File: src/rtl/astx_pkg.sv
package astx_pkg;

  typedef enum logic [2:0] {
    FMT_LJ  = 3'd0,
    FMT_RJ  = 3'd1,
    FMT_I2S = 3'd2,
    FMT_DSP = 3'd3,
    FMT_TDM = 3'd4
  } fmt_e;

  // Word-length code to bit count.
  function automatic logic [5:0] wl_bits(input logic [1:0] code);
    case (code)
      2'd0:    wl_bits = 6'd16;
      2'd1:    wl_bits = 6'd20;
      2'd2:    wl_bits = 6'd24;
      default: wl_bits = 6'd32;
    endcase
  endfunction

endpackage

File: src/rtl/astx_frame_timer.sv
module astx_frame_timer #(
  parameter int CNT_W = 9
) (
  input  logic             clk,
  input  logic             rst,
  input  logic             bit_lead,
  input  logic             wclk,
  output logic             frame_start,
  output logic [CNT_W-1:0] np,
  output logic [CNT_W-1:0] half
);
  localparam logic [CNT_W-1:0] POS_MAX = {CNT_W{1'b1}};

  logic             wclk_q;
  logic [CNT_W-1:0] bitpos;
  logic [CNT_W-1:0] frame_len;

  assign frame_start = bit_lead & wclk & ~wclk_q;
  assign np = frame_start ? '0 : ((bitpos == POS_MAX) ? POS_MAX : bitpos + 1'b1);
  assign half = frame_len >> 1;

  always_ff @(posedge clk) begin
    if (rst) begin
      wclk_q    <= 1'b0;
      bitpos    <= '0;
      frame_len <= '0;
    end else if (bit_lead) begin
      wclk_q <= wclk;
      bitpos <= np;
      if (frame_start)
        frame_len <= (bitpos == POS_MAX) ? POS_MAX : bitpos + 1'b1;
    end
  end


  half_hold_chk: assert property (@(posedge clk) disable iff (rst)
    !$past(frame_start) && !$past(rst) |-> $stable(half));

endmodule

File: src/rtl/astx_slot_plan.sv
module astx_slot_plan
  import astx_pkg::*;
#(
  parameter int CNT_W = 9,
  parameter int OFS_W = 8,
  localparam int SW = CNT_W + 2
) (
  input  logic [2:0]       cfg_fmt,
  input  logic [1:0]       cfg_wlen,
  input  logic [OFS_W-1:0] cfg_off1,
  input  logic [OFS_W-1:0] cfg_off2,
  input  logic             cfg_slot_mode,
  input  logic [1:0]       cfg_slot_off,
  input  logic [CNT_W-1:0] half,
  output logic [SW-1:0]    start_a,
  output logic [SW-1:0]    start_b,
  output logic [SW-1:0]    wlen,
  output logic             en_a,
  output logic             en_b,
  output logic [SW-1:0]    sync_pos
);
  fmt_e          fmt;
  logic [SW-1:0] half_e, off1_e, off2_e, rj_raw;
  logic          rj_ok, may_disable, split_half;

  always_comb begin
    fmt    = fmt_e'(cfg_fmt);
    half_e = SW'(half);
    off1_e = SW'(cfg_off1);
    off2_e = SW'(cfg_off2);
    wlen   = SW'(wl_bits(cfg_wlen));
    rj_raw = half_e + off1_e;
    rj_ok  = (rj_raw >= wlen);
    may_disable = (fmt == FMT_LJ) || (fmt == FMT_I2S) || (fmt == FMT_DSP);
    split_half  = (fmt == FMT_LJ) || (fmt == FMT_I2S) || (fmt == FMT_RJ);

    case (fmt)
      FMT_I2S: start_a = off1_e + 1'b1;
      FMT_RJ:  start_a = rj_raw - wlen;
      default: start_a = off1_e;
    endcase

    if (cfg_slot_mode)   start_b = start_a + off2_e;
    else if (split_half) start_b = start_a + half_e;
    else                 start_b = start_a + wlen;

    en_a = !(may_disable && cfg_slot_off[0]) && ((fmt != FMT_RJ) || rj_ok);
    en_b = !(may_disable && cfg_slot_off[1]) && ((fmt != FMT_RJ) || rj_ok);

    if (en_a)      sync_pos = start_a;
    else if (en_b) sync_pos = start_b;
    else           sync_pos = '0;
  end

endmodule

File: src/rtl/astx_tx_core.sv
module astx_tx_core #(
  parameter int CNT_W = 9,
  parameter int SMP_W = 32,
  localparam int SW    = CNT_W + 2,
  localparam int IDX_W = $clog2(SMP_W)
) (
  input  logic             clk,
  input  logic             rst,
  input  logic             bit_lead,
  input  logic             bit_mid,
  input  logic             frame_start,
  input  logic [CNT_W-1:0] np,
  input  logic [SW-1:0]    start_a,
  input  logic [SW-1:0]    start_b,
  input  logic [SW-1:0]    wlen,
  input  logic             en_a,
  input  logic             en_b,
  input  logic [SW-1:0]    sync_pos,
  input  logic             cfg_swap,
  input  logic             cfg_tri_en,
  input  logic             cfg_early,
  input  logic             s_valid,
  output logic             s_ready,
  input  logic [SMP_W-1:0] s_left,
  input  logic [SMP_W-1:0] s_right,
  output logic             sdata,
  output logic             sdata_oe,
  output logic             fsync
);
  logic             hold_full;
  logic [SMP_W-1:0] hold_l, hold_r, sh_l, sh_r, nxt_l, nxt_r;
  logic [SW-1:0]    np_e;
  logic             lsb_q;

  logic [SW-1:0]    st   [2];
  logic             en   [2];
  logic [SMP_W-1:0] word [2];
  logic             act  [2];
  logic             bitv [2];
  logic             last [2];

  assign s_ready = !hold_full;
  assign np_e    = SW'(np);
  assign nxt_l   = (frame_start && hold_full) ? hold_l : sh_l;
  assign nxt_r   = (frame_start && hold_full) ? hold_r : sh_r;

  assign st[0]   = start_a;
  assign st[1]   = start_b;
  assign en[0]   = en_a;
  assign en[1]   = en_b;
  assign word[0] = cfg_swap ? nxt_r : nxt_l;
  assign word[1] = cfg_swap ? nxt_l : nxt_r;

  for (genvar i = 0; i < 2; i++) begin : g_slot
    logic [SW-1:0]    diff;
    logic [IDX_W-1:0] idx;
    always_comb begin
      diff    = np_e - st[i];
      idx     = IDX_W'(SMP_W - 1) - diff[IDX_W-1:0];
      act[i]  = en[i] && (np_e >= st[i]) && (diff < wlen);
      bitv[i] = word[i][idx];
      last[i] = act[i] && (diff == wlen - 1'b1);
    end
  end

  always_ff @(posedge clk) begin
    if (rst) begin
      hold_full <= 1'b0;
      hold_l    <= '0;
      hold_r    <= '0;
      sh_l      <= '0;
      sh_r      <= '0;
    end else if (frame_start && hold_full) begin
      sh_l      <= hold_l;
      sh_r      <= hold_r;
      hold_full <= 1'b0;
    end else if (s_valid && s_ready) begin
      hold_l    <= s_left;
      hold_r    <= s_right;
      hold_full <= 1'b1;
    end
  end

  always_ff @(posedge clk) begin
    if (rst) begin
      sdata    <= 1'b0;
      sdata_oe <= 1'b0;
      lsb_q    <= 1'b0;
      fsync    <= 1'b0;
    end else begin
      fsync <= bit_lead && (np_e == sync_pos);
      if (bit_lead) begin
        if (act[0]) begin
          sdata    <= bitv[0];
          sdata_oe <= 1'b1;
          lsb_q    <= last[0];
        end else if (act[1]) begin
          sdata    <= bitv[1];
          sdata_oe <= 1'b1;
          lsb_q    <= last[1];
        end else begin
          sdata    <= 1'b0;
          sdata_oe <= !cfg_tri_en;
          lsb_q    <= 1'b0;
        end
      end else if (bit_mid && cfg_early && cfg_tri_en && lsb_q) begin
        sdata    <= 1'b0;
        sdata_oe <= 1'b0;
      end
    end
  end


  quiet_when_off_chk: assert property (@(posedge clk) disable iff (rst)
    !sdata_oe |-> !sdata);


  drive_idle_chk: assert property (@(posedge clk) disable iff (rst)
    $past(bit_lead) && !$past(cfg_tri_en) && !$past(rst) |-> sdata_oe);


  fsync_single_chk: assert property (@(posedge clk) disable iff (rst)
    fsync |=> !fsync);


  fsync_on_bit_chk: assert property (@(posedge clk) disable iff (rst)
    fsync |-> $past(bit_lead));


  ready_drop_chk: assert property (@(posedge clk) disable iff (rst)
    s_valid && s_ready |=> !s_ready);


  data_hold_chk: assert property (@(posedge clk) disable iff (rst)
    !$past(bit_lead) && !$past(bit_mid) |-> $stable(sdata));

endmodule

File: src/rtl/audio_serial_tx.sv
module audio_serial_tx #(
  parameter int CNT_W = 9,
  parameter int OFS_W = 8,
  parameter int SMP_W = 32
) (
  input  logic             clk,
  input  logic             rst,
  input  logic             bit_lead,
  input  logic             bit_mid,
  input  logic             wclk,
  input  logic             s_valid,
  output logic             s_ready,
  input  logic [SMP_W-1:0] s_left,
  input  logic [SMP_W-1:0] s_right,
  input  logic [2:0]       cfg_fmt,
  input  logic [1:0]       cfg_wlen,
  input  logic [OFS_W-1:0] cfg_off1,
  input  logic [OFS_W-1:0] cfg_off2,
  input  logic             cfg_slot_mode,
  input  logic             cfg_swap,
  input  logic [1:0]       cfg_slot_off,
  input  logic             cfg_tri_en,
  input  logic             cfg_early,
  output logic             sdata,
  output logic             sdata_oe,
  output logic             fsync
);
  localparam int SW = CNT_W + 2;

  logic             frame_start;
  logic [CNT_W-1:0] np, half;
  logic [SW-1:0]    start_a, start_b, wlen, sync_pos;
  logic             en_a, en_b;

  astx_frame_timer #(.CNT_W(CNT_W)) u_timer (
    .clk(clk), .rst(rst), .bit_lead(bit_lead), .wclk(wclk),
    .frame_start(frame_start), .np(np), .half(half)
  );

  astx_slot_plan #(.CNT_W(CNT_W), .OFS_W(OFS_W)) u_plan (
    .cfg_fmt(cfg_fmt), .cfg_wlen(cfg_wlen), .cfg_off1(cfg_off1),
    .cfg_off2(cfg_off2), .cfg_slot_mode(cfg_slot_mode),
    .cfg_slot_off(cfg_slot_off), .half(half),
    .start_a(start_a), .start_b(start_b), .wlen(wlen),
    .en_a(en_a), .en_b(en_b), .sync_pos(sync_pos)
  );

  astx_tx_core #(.CNT_W(CNT_W), .SMP_W(SMP_W)) u_core (
    .clk(clk), .rst(rst), .bit_lead(bit_lead), .bit_mid(bit_mid),
    .frame_start(frame_start), .np(np), .start_a(start_a),
    .start_b(start_b), .wlen(wlen), .en_a(en_a), .en_b(en_b),
    .sync_pos(sync_pos), .cfg_swap(cfg_swap), .cfg_tri_en(cfg_tri_en),
    .cfg_early(cfg_early), .s_valid(s_valid), .s_ready(s_ready),
    .s_left(s_left), .s_right(s_right), .sdata(sdata),
    .sdata_oe(sdata_oe), .fsync(fsync)
  );

endmodule

File: config.mk
export PLATFORM = sky130hd
export DESIGN_NAME = audio_serial_tx
export DESIGN_NICKNAME = d
export VERILOG_FILES = /design/src/rtl/astx_pkg.sv /design/src/rtl/astx_frame_timer.sv /design/src/rtl/astx_slot_plan.sv /design/src/rtl/astx_tx_core.sv /design/src/rtl/audio_serial_tx.sv
export SDC_FILE = /design/constraint.sdc
export NUM_CORES = 1
export LEC_CHECK = 0
export BUFFER_PORTS_ARGS = -buffer_cell sky130_fd_sc_hd__buf_2
export CORE_MARGIN = 1.5
export CORE_UTILIZATION = 55
export CTS_CLUSTER_SIZE = 28
export DETAILED_ROUTE_END_ITERATION = 8
export HOLD_SLACK_MARGIN = 0.02
export PLACE_DENSITY_LB_ADDON = 0.1
export SLEW_MARGIN = 20
export SYNTH_ARGS = -nofsm -noshare
export SYNTH_HDL_FRONTEND = slang
export SYNTH_SLANG_ARGS = --single-unit
File: constraint.sdc
create_clock -name clk -period 8.25 [get_ports clk]
set_clock_uncertainty 0.1 [all_clocks]
set_input_delay 0.4125 -clock clk [delete_from_list [all_inputs] [get_ports clk]]
set_output_delay 0.4125 -clock clk [all_outputs]
set_load 0.05 [all_outputs]
## Word-level counts from Yosys, hierarchy flattened

Index checks and enable logic that the tools add are counted.

- Flip-flop bits (word level): 152
- Output and inout bits: 4
- Logic and storage cells: 100

- Add/subtract/negate cells: 12
- $lt $le $gt $ge: 7
- Eq/ne operators: 10
- Muxes and demuxes: 25
- Bitwise gates (word level): 4
- Reductions and logical operators: 30

Operators by type and width:

| cell | number |
|---|---|
| $mux 32 | 4 |
| $mux 11 | 4 |
| $add 11x8->11 | 2 |
| $eq 11x11->1 | 2 |
| $ge 9x11->1 | 2 |
| $lt 11x6->1 | 2 |
| $pmux 11 s2 | 1 |
| $sub 9x11->11 | 2 |
| $mux 9 | 2 |
| $pmux 6 s3 | 1 |
| $logic_and 1x1->1 | 16 |
| $lt 5x6->1 const B | 2 |
| $add 11x6->11 | 1 |
| $eq 9x11->1 | 1 |
| $ge 11x6->1 | 1 |
| $mux 1 | 11 |
| $sub 11x6->11 | 1 |
| $bmux 1 s5 | 2 |
| $sub 5x5->5 const A | 2 |
| $add 8x1->9 const B | 1 |
| $add 8x8->9 | 1 |
| $add 9x1->9 const B | 1 |
| $eq 9x9->1 const B | 1 |
| $sub 6x1->7 const B | 1 |
| other kinds (14) | 24 |

## Longest topological paths before layout

Gate-level depths: netlist of run 1.

- Depth after elaboration: 14
- Gate-level depth with buffers: 26
- Gate-level depth less buffers: 26

## Hierarchy

Synthesis of run 1 repeated with hierarchy kept, for this count alone.

- Cell total of the unflattened synthesis: 1280
- Area total of the unflattened synthesis: 10447.5 µm²

By module, submodules not included:

| module | instances | cells an instance | area an instance (µm²) | seq. area each (µm²) |
|---|---|---|---|---|
| astx_tx_core | 1 | 914 | 7808.7 | 2662.6 |
| astx_slot_plan | 1 | 254 | 1660.3 | 0.0 |
| astx_frame_timer | 1 | 112 | 978.4 | 360.3 |

## Least setup slack after synthesis of run 1

Ideal clock, no wire load.

- Kind: input -> register
- Start: input cfg_off1[0]
- End: register u_core.lsb_q
- Library setup time: 88 ps
- Arrival: 5282 ps
- Slack: 2780 ps
- Cell stages on the path: 23
- Cell sequence: ha_1 fa_1 a21o_1 a21oi_1 xnor2_1 ha_1 o21a_1 o31a_1 a211oi_1 a211oi_1 inv_1 ha_1 xnor2_1 ha_1 or2_1 or4b_1 nor4b_1 o21ai_1 and3_4 nor4_2 nand4_1 or3_1 a311oi_2

- Word-level cells in the longest chain between the ends: 12
- Elaborated cells between the ends (all ways): 29
- Those cells by class: add/sub: 8; order compare: 5; eq/ne: 2; mux: 5; reduce/logical: 9

RTL lines:

| element | line | source |
|---|---|---|
| start, declared | audio_serial_tx.sv:17 | `input logic [OFS_W-1:0] cfg_off1,` |
| $add 8x8->9 | astx_slot_plan.sv:32 | `rj_raw = half_e + off1_e;` |
| $sub 11x6->11 | astx_slot_plan.sv:39 | `FMT_RJ: start_a = rj_raw - wlen;` |
| $pmux 11 s2 | astx_slot_plan.sv:37 | `case (fmt)` |
| $add 11x6->11 / $add 11x8->11 (equally long branches) | astx_slot_plan.sv:45, astx_slot_plan.sv:44 |  |
| $mux 11 | astx_slot_plan.sv:44 | `else if (split_half) start_b = start_a + half_e;` |
| $mux 11 | astx_slot_plan.sv:43 | `if (cfg_slot_mode) start_b = start_a + off2_e;` |
| $sub 9x11->11 / $ge 9x11->1 (equally long branches) | astx_tx_core.sv:58, astx_tx_core.sv:60 |  |
| $lt 11x6->1 / $logic_and 1x1->1 (equally long branches) | astx_tx_core.sv:60 | `act[i] = en[i] && (np_e >= st[i]) && (diff < wlen);` |
| $logic_and 1x1->1 | astx_tx_core.sv:60 |  |
| $logic_and 1x1->1 | astx_tx_core.sv:62 | `last[i] = act[i] && (diff == wlen - 1'b1);` |
| $mux 1 | astx_tx_core.sv:97 | `end else if (act[1]) begin` |
| $mux 1 (*) | astx_tx_core.sv:93 | `if (act[0]) begin` |
| end signal, assigned | astx_tx_core.sv:96 | `lsb_q <= last[0];` |
| end signal, assigned | astx_tx_core.sv:100 | `lsb_q <= last[1];` |
| end, declared | astx_tx_core.sv:33 | `logic lsb_q;` |

Every way passes the cells marked *; elsewhere a longest branch is shown, timed or not.
A chain may end at the register's enable or synchronous reset.

## Final worst setup path of run 1

- Start: register u_timer.frame_len[2]
- End: register u_core.lsb_q

- Word-level cells in the longest chain between the ends: 12
- Elaborated cells between the ends (all ways): 28
- Those cells by class: add/sub: 7; order compare: 5; eq/ne: 2; mux: 5; reduce/logical: 9

RTL lines:

| element | line | source |
|---|---|---|
| start, declared | astx_frame_timer.sv:16 | `logic [CNT_W-1:0] frame_len;` |
| start signal, assigned | astx_frame_timer.sv:31 | `frame_len <= (bitpos == POS_MAX) ? POS_MAX : bitpos + 1'b1;` |
| $add 8x8->9 | astx_slot_plan.sv:32 |  |
| $sub 11x6->11 | astx_slot_plan.sv:39 |  |
| $pmux 11 s2 | astx_slot_plan.sv:37 |  |
| $add 11x6->11 / $add 11x8->11 (equally long branches) | astx_slot_plan.sv:45, astx_slot_plan.sv:44 |  |
| $mux 11 | astx_slot_plan.sv:44 |  |
| $mux 11 | astx_slot_plan.sv:43 |  |
| $sub 9x11->11 / $ge 9x11->1 (equally long branches) | astx_tx_core.sv:58, astx_tx_core.sv:60 |  |
| $lt 11x6->1 / $logic_and 1x1->1 (equally long branches) | astx_tx_core.sv:60 |  |
| $logic_and 1x1->1 | astx_tx_core.sv:60 |  |
| $logic_and 1x1->1 | astx_tx_core.sv:62 |  |
| $mux 1 | astx_tx_core.sv:97 |  |
| $mux 1 (*) | astx_tx_core.sv:93 |  |

Marks and branches as above.

==> run summary, run 1 <==
Horiz. Die Dim = 134.3 um
Hold WC Path Type = input port to flip-flop
CP cell instances = ha_1, a21oi_1, nor2b_1, nor2_1, xnor2_1, inv_1, fa_1, o22ai_1, a31oi_1, inv_1, ha_1, xor2_1, ha_1, a211oi_1, nor2_1, xor2_1, ha_1, o21a_1, o21ai_0, nand3_1, nor4_2, nand4_1, or3_1, a311oi_2
crit-path max cell delay = 540 ps
Rows = 47
largest family of logic cells by synthesized area = simple AND/OR/NAND/NOR gates
CP Class = flip-flop to flip-flop
Pleak = 4.684 nW
Resize count post-CTS = 0
Avg Inst Size Synth = 8.139 um2
Unique masters post-synth = 88
vias = 8632
Compound-Gate Fraction of Synth Area = 19.23%
Post-CTS Hold Buffers = 0
cell count of the worst reg-to-reg path = 24
Finish-stage setup viols = 0
Port Buffer Count = 100
Total Routing Usage GR = 28.91%
final hold vios = 0
share of cells above drive strength 1 = 14.65%
Post-Synth XOR/XNOR Area = 3.510%
Routability Congestion = 0.9662
Power per Cell Area = 203.4 mW/mm2
post-layout util = 63.54%
unrepaired setup endpoints after global routing = no
f_max = 0.1628 GHz
wire per inst = 17.44 um
max cap viols = 0
# diodes = 0
hold path cells = 3
Die H = 134.3 um
Critical Path Slowest Stage Cell = fa_1
Switching Power = 0.0007159 W
hpwl dp = 19040 um
via/cell ratio = 5.904
combinational power share = 29.6%
sequential share of power = 35.8%
mapped cell area = 0.009482 mm2
Worst-Margin Slew = 995.9 ps
top_reg_cell synth = dfxtp_1
CTS root buf = clkbuf_16
TritonRoute pass-1 iters = 5
CTS Sinks = 151
largest net degree at the start of global routing = 102
insertion delay to the later sink of the worst-skew pair = 430 ps
Post-Syn Nets = 1320
final net count = 1384
outcome = complete, no violations
CTS H-Tree Depth = 4
CP arrival = 6380 ps
Max Slew Vio Count = 0
die area = 0.01804 mm2
final wirelength = 25490 um
Top cell by count, worst path = ha_1
area grow syn2layout = 11.92%
DRC viols = 0
CP max FO = 6
Ys Warns = 0
Worst-path clk slew = 60 ps
Total Power Consumption = 0.002158 W
setup TNS = 0 ps
core area = 0.01670 mm2
internal power = 0.001442 W
Rel. slew slack = 33.60%
grt ovf = 0
initial antenna violation count = 0
first-pass GRT wire length = 41370 um
Post-synth ARST share = 0%
TritonCTS clock tree = yes
number of CTS-inserted buffers = 17
crit share post-route = 74.47%
Yosys reg bits = 151
adder-cell share of the synthesized area = 8.050%
Mapped Cells = 1165
Sw Ratio = 33.18%
maximum vdd drop = 0.2096 mV
Post-CTS Setup Bufs = 0
CP Capture Type = flip-flop
minimum clock period = 6143 ps
WP data required = 8490 ps
Startpoint Class = flip-flop
Simple-Gate Fraction of Synth Area = 22.63%
mux share of post-synthesis cell area = 10.64%
Max Root-Sink Buffers = 2
initial core utilization = 56.77%
commonest non-fill, non-tap cell in the layout = nand2_1
number of global-route vias before repair = 8247
clock power share = 34.6%
commonest non-fill, non-tap cells in the layout = nand2_1, dfxtp_1, nor2_1
First DRT Iteration DRCs = 619
register area share after synthesis = 31.88%
number of synthesized flops with an enable pin = 0
io pins = 101
post-route ant nets = 0
==> synthesized netlist by cell type (all sizes together) (8+ instances only) <==
cell	count	area [um2]
a211oi	18	140.1
a21o	11	82.58
a21oi	99	499.2
a221oi	8	70.07
a22oi	17	132.6
a31oi	8	50.05
buf	22	121.4
clkbuf	39	147.6
dfxtp	151	3023
ha	53	663.1
inv	31	116.4
mux2	9	105.1
mux2i	61	610.6
mux4	13	292.8
nand2	200	750.7
nand2b	17	106.4
nand3	20	100.1
nand4	9	56.30
nor2	130	488.0
nor2b	27	168.9
nor3	14	70.07
o21ai	36	187.7
o22ai	12	75.07
xnor2	27	236.5
xor2	11	96.34
==> power groups by stage <==
stage,clock [W],combinational (W),sequential [W]
after detailed placement,0,0.000624,0.000787
after CTS,0.000759,0.000628,0.000771
after global placement,0,0.000617,0.000787
after global routing,0.000787,0.000706,0.000774
final,0.000747,0.000639,0.000772
after floorplan,0,0.000474,0.000782
==> stage by stage <==
step | hold slack, ps | setup slack, ps | cell area [um2] | cells
6_report | 116.9 | 2107 | 10610 | 1462
5_1_grt | 118.0 | 1625 | 10610 | 1462
4_1_cts | 103.6 | 2157 | 10610 | 1462
3_5_place_dp | 346.7 | 2020 | 10050 | 1430
3_3_place_gp | 344.8 | 2157 | 10050 | 1430
2_1_floorplan | 333.8 | 2780 | 9482 | 1165
==> critical path, delay by kind of cell, from the launching register on <==
family                     cells  cell delay, ps
adders and majority gates      5            1780
AOI/OAI and AO/OA              7            1590
DFF                            1             420
xor gates and xnor gates       3             800
buffers and inverters          2             190
and+or+nand+nor                7            1180
==> worst paths after layout <==
kind | startpoint | endpoint | slack [ps]
min reg2reg | u_core.hold_r[8] | u_core.hold_r[8] | 350
max reg2reg | u_timer.frame_len[2] | u_core.lsb_q | 2110
max | u_timer.frame_len[2] | u_core.lsb_q | 2110
min | s_right[14] | u_core.hold_r[14] | 120
==> flip-flops by register name, indices dropped and copies added, names as in the netlist <==
register / count
u_core.sdata: 1
u_timer.bitpos: 9
u_core.hold_full: 1
u_timer.wclk_q: 1
u_core.fsync: 1
u_core.sh_r: 32
u_core.lsb_q: 1
u_core.hold_r: 32
u_core.hold_l: 32
u_core.sdata_oe: 1
u_timer.frame_len: 8
u_core.sh_l: 32
==> routing by layer <==
metal	vias up	part of all wire [%]	routed length [um]	GRT usage, %
met5	-	0	0	0
met4	0	4.8	1227	15.41
li1	4283	-	-	-
met1	3955	43	11050	35.77
met2	313	47	12100	49.00
met3	81	4.4	1109	3.779
==> layout make-up <==
class	instances	area [um2]
Tap cell	220	275.3
Timing Repair Buffer	106	548.0
Fill cell	1537	6090
Multi-Input combinational cell	922	6083
Inverter	31	116.4
Clock inverter	11	115.1
Sequential cell	151	3023
Clock buffer	21	450.4
==> kinds of logic after synthesis <==
| kind of cell | count (synthesis) |
|---|---|
| multiplexers | 83 |
| buffers and inverters | 92 |
| AO/OA/AOI/OAI | 273 |
| XOR/XNOR | 38 |
| flip-flops | 151 |
| AND/OR/NAND/NOR | 470 |
| adder cells (fa/ha/maj) | 58 |
(Power assumes the default switching activity.)
==> run 2: changes to the inputs <==
clock period = 5.86 ns   (was 8.25 ns; I/O delays follow)
==> run summary, run 2 (synthesis gave the netlist of run 1 again) <==
CTS Sinks = 151
TritonCTS clock tree = yes
final net count = 1460
Max Slew Vio Count = 0
CTS root buf = clkbuf_16
grt ovf = 0
# diodes = 0
Sw Ratio = 33.84%
post-route ant nets = 0
commonest non-fill, non-tap cell in the layout = nand2_1
Hold WC Path Type = input port to flip-flop
area grow syn2layout = 19.74%
max cap viols = 0
largest net degree at the start of global routing = 100
Total Power Consumption = 0.003102 W
CP max FO = 5
Rel. slew slack = 31.37%
initial antenna violation count = 0
clock power share = 33.4%
Worst-Margin Slew = 1029 ps
WHS = 24.27 ps
initial core utilization = 56.77%
core area = 0.01670 mm2
hpwl dp = 19550 um
crit share post-route = 94.83%
CP arrival = 5800 ps
Power per Cell Area = 273.2 mW/mm2
GR Util met2 = 53.99%
die area = 0.01804 mm2
Port Buffer Count = 100
Switching Power = 0.001050 W
setup TNS = 0 ps
vias = 8977
via/cell ratio = 5.841
minimum clock period = 5557 ps
Final Non-Filler Cells = 1537
DRC viols = 0
placed cells = 1451
number of CTS-inserted buffers = 17
Pleak = 5.027 nW
wire per inst = 17.64 um
met3 Use GR = 4.346%
share of cells above drive strength 1 = 16.40%
CP Class = flip-flop to flip-flop
R2R Setup Slk = 300 ps
commonest non-fill, non-tap cells in the layout = nand2_1, dfxtp_1, nor2_1
number of global-route vias before repair = 8554
unrepaired setup endpoints after global routing = no
combinational power share = 31.6%
maximum vdd drop = 0.2334 mV
WP data required = 6110 ps
Max Root-Sink Buffers = 2
internal power = 0.002052 W
outcome = complete, no violations
Total Routing Usage GR = 30.86%
Worst-path clk slew = 70 ps
met1 Resource Use GR = 37.07%
TritonRoute pass-1 iters = 6
insertion delay to the later sink of the worst-skew pair = 430 ps
sequential share of power = 35.0%
CP Capture Type = flip-flop
Rows = 47
GRT busiest layer = met2
io pins = 101
Horiz. Die Dim = 134.3 um
post-layout util = 67.98%
Startpoint Class = flip-flop
CTS H-Tree Depth = 4
f_max = 0.1799 GHz
final wirelength = 27120 um
Finish-stage setup viols = 0
final hold vios = 0
Die H = 134.3 um
First DRT Iteration DRCs = 569
Routability Congestion = 0.9454
first-pass GRT wire length = 43840 um
-- run 2: area by class of cell --
class / instances / area (um2)
well taps: 220 / 275.3
flip-flops and latches: 151 / 3024
clock buffers: 19 / 442.9
inverters: 31 / 116.4
repair buffers: 182 / 1251
clock inverters: 12 / 115.1
fillers: 1390 / 5348
multi-input cells: 922 / 6128
-- run 2: what timing repair did --
action	CTS	global route
hold endpoints to repair	53	0
endpoints found under the setup margin	0	3
setup buffers	0	2
resized for setup	0	12
hold buffers	53	0
-- run 2: final timing paths --
path                  endpoint  cells after the start            startpoint
max reg2reg       u_core.lsb_q                     23  u_timer.frame_len[3]
max               u_core.lsb_q                     23  u_timer.frame_len[3]
min reg2reg  u_core.hold_l[30]                      2     u_core.hold_l[30]
min          u_core.hold_r[22]                      3           s_right[22]
-- run 2: power groups by stage --
stage	Clock, W	Sequential, W	Combinational, W
final	0.00104	0.00109	0.000979
after CTS	0.00105	0.00109	0.000950
after global routing	0.00109	0.00109	0.00108
after global placement	0	0.00111	0.000909
after detailed placement	0	0.00111	0.000914
after floorplan	0	0.00110	0.000667
-- run 2: metal layers --
| metal | wire length (um) | part of all wire, % |
|---|---|---|
| met5 | 0 | 0 |
| met1 | 11460 | 42 |
| met4 | 1220 | 4.5 |
| met3 | 1122 | 4.1 |
| met2 | 13320 | 49 |
-- run 2: through the flow --
step	setup WS, ps	instance area (um2)
after floorplan	499.1	9482
after global placement	151.6	10200
after detailed placement	57.05	10200
after CTS	97.02	11290
after global routing	4.351	11350
final	302.9	11350
-- run 2: critical path, cell delays in order, from the launching register on --
cell and delay, ps:
dfxtp_1 400, ha_2 340, nor2b_1 140, nor2_1 110, xnor2_1 170, inv_1 100, fa_1 540, o22ai_1 90
a31oi_2 220, inv_1 80, ha_2 380, nor2_1 60, a21oi_1 160, xnor2_1 120, ha_1 370, o21ai_1 100
or4b_1 520, nor4b_1 250, o21ai_1 110, and3_4 180, nor4_2 270, nand4_1 110, or3_1 330, a311oi_2 220
==> run 3: changes to the inputs <==
SYNTH_HIERARCHICAL = 1   (was not set)
==> run summary, run 3 <==
top_reg_cell synth = dfxtp_1
minimum clock period = 6002 ps
crit share post-route = 102.4%
Max Root-Sink Buffers = 2
post-route ant nets = 0
register area share after synthesis = 28.93%
Pleak = 6.150 nW
number of global-route vias before repair = 9745
Total Power Consumption = 0.003467 W
final wirelength = 29980 um
Rows = 50
Worst-Margin Slew = 951.7 ps
top cells by count, synth = nand2_1, dfxtp_1, nor2_1
ranking of synthesized cells by area = dfxtp_1, ha_1, mux2i_1, nand2_1, a21oi_1
CP Capture Type = flip-flop
Unique masters post-synth = 96
# diodes = 0
mapped cell area = 0.01045 mm2
Hold WC Path Type = input port to flip-flop
Mapped Cells = 1280
design area = 0.01349 mm2
Cell Area, Placed = 0.01184 mm2
Total Routing Usage GR = 29.89%
Yosys top cell area share = 28.93%
f_max = 0.1666 GHz
final net count = 1695
TritonRoute pass-1 iters = 5
CTS Sinks = 151
Worst setup startpoint = u_timer/frame_len[1]
Die H = 140.8 um
Critical Path Slowest Stage Cell = fa_2
crit-path max cell delay = 380 ps
hpwl dp = 21320 um
setup TNS = -315.1 ps
failing checks = setup timing
CP max FO = 4
count leader, synth = nand2_1
Routability Congestion = 0.8893
CP arrival = 6220 ps
share of cells above drive strength 1 = 25.42%
insertion delay to the later sink of the worst-skew pair = 420 ps
grt ovf = 0
FILL cells = 1463
io pins = 101
initial antenna violation count = 0
Sequential Area = 0.003024 mm2
WP data required = 6080 ps
wire per inst = 16.88 um
vias = 10230
Yosys top cell by area = dfxtp_1
worst reg2reg startpoint = u_timer/frame_len[1]
outcome = finished with violations
Post-synth ARST share = 0%
Startpoint Class = flip-flop
largest net degree at the start of global routing = 95
slack of the critical path = -141.6 ps
die area = 0.01983 mm2
Yosys reg bits = 151
multi-input logic area = 0.007187 mm2
first-pass GRT wire length = 47770 um
commonest non-fill, non-tap cell in the layout = nand2_1
Ys Warns = 6
DRC viols = 0
commonest non-fill, non-tap cells in the layout = nand2_1, dfxtp_1, buf_4
maximum vdd drop = 0.2248 mV
max cap viols = 0
CTS H-Tree Depth = 4
via/cell ratio = 5.758
CP Class = flip-flop to flip-flop
initial core utilization = 56.04%
hold path start = wclk
Max Slew Vio Count = 0
Rel. slew slack = 35.66%
area grow syn2layout = 29.10%
Avg Inst Size Synth = 8.162 um2
number of CTS-inserted buffers = 17
final hold vios = 0
CTS root buf = clkbuf_16
Worst-path clk slew = 60 ps
Horiz. Die Dim = 140.8 um
post-placement setup slack = -414.1 ps
First DRT Iteration DRCs = 672
unrepaired setup endpoints after global routing = yes
TritonCTS clock tree = yes
Power per Cell Area = 257.1 mW/mm2
Finish-stage setup viols = 3
core area = 0.01864 mm2
number of synthesized flops with an enable pin = 0
Port Buffer Count = 100
run 3: changes by cell type after synthesis, sizes merged, moves of 9 or more:
cell,delta
nor2b,-9
inv,+41
mux2i,+12
xnor2,+28
nand2,-12
buf,+10
ha,+11
xor2,+9
run 3: what timing repair did:
action | 4_1_cts | 5_1_grt
setup buffers | 17 | 3
setup endpoints to repair | 3 | 3
hold buffers | 58 | 0
endpoints found under the hold margin | 58 | 0
pin swaps | 33 | 21
resized for setup | 43 | 26
run 3: stage by stage:
| step | hold WS (ps) | util, % | std cells |
|---|---|---|---|
| 3_5_place_dp | 348.0 | 63.52 | 1667 |
| 4_1_cts | 20.62 | 71.49 | 1773 |
| 5_1_grt | 28.94 | 72.35 | 1776 |
| 2_1_floorplan | 329.0 | - | 1286 |
| 3_3_place_gp | 341.3 | 63.52 | 1667 |
| 6_report | 27.28 | 72.35 | 1776 |
run 3: routing by layer:
metal	vias up	part of all wire (%)	global-route usage [%]
met2	306	49	51.78
met5	-	0	0
met1	4828	44	38.03
li1	5033	-	-
met3	60	4.8	4.382
met4	0	2.7	10.42
run 3: critical path, delay by kind of cell (launching register included):
family	cells	cell delay, ps
AO/OA/AOI/OAI	11	1980
adder cells (fa/ha/maj)	7	1900
AND/OR/NAND/NOR	5	680
buffers and inverters	7	520
flip-flops	1	350
XOR/XNOR	3	350
run 3: cell type report:
cell class	instances	share of cell area (%)
Clock buffer	19	3.284
Clock inverter	13	1.178
Inverter	73	2.032
Multi-Input combinational cell	992	53.28
Sequential cell	151	22.42
Tap cell	234	2.171
Timing Repair Buffer	294	15.63
run 3: final timing paths:
path	end	cells after the start	slack (ps)
setup / recovery	u_core/sdata	33	-140
hold / removal	u_timer/wclk_q	3	30
hold reg to reg	u_core/hold_l[17]	2	360
setup reg to reg	u_core/sdata	33	-140
run 3: kinds of logic (layout without fill, tap and decap cells):
group / count (synthesis) / count (layout) / synth area share (%)
and+or+nand+nor: 456 / 456 / 20.56
AOI/OAI and AO/OA: 293 / 293 / 18.52
DFF: 151 / 151 / 28.93
buffers and inverters: 143 / 399 / 6.024
muxes: 91 / 91 / 10.77
xor gates and xnor gates: 75 / 75 / 6.503
adders and majority gates: 69 / 69 / 8.623
other: 2 / 8 / 0.07188
run 3: power breakdown:
part | internal (W) | switching [W]
combinational | 0.000568 | 0.000701
clock | 0.000653 | 0.000463
sequential | 0.00106 | 0.0000216
total | 0.00228 | 0.00119
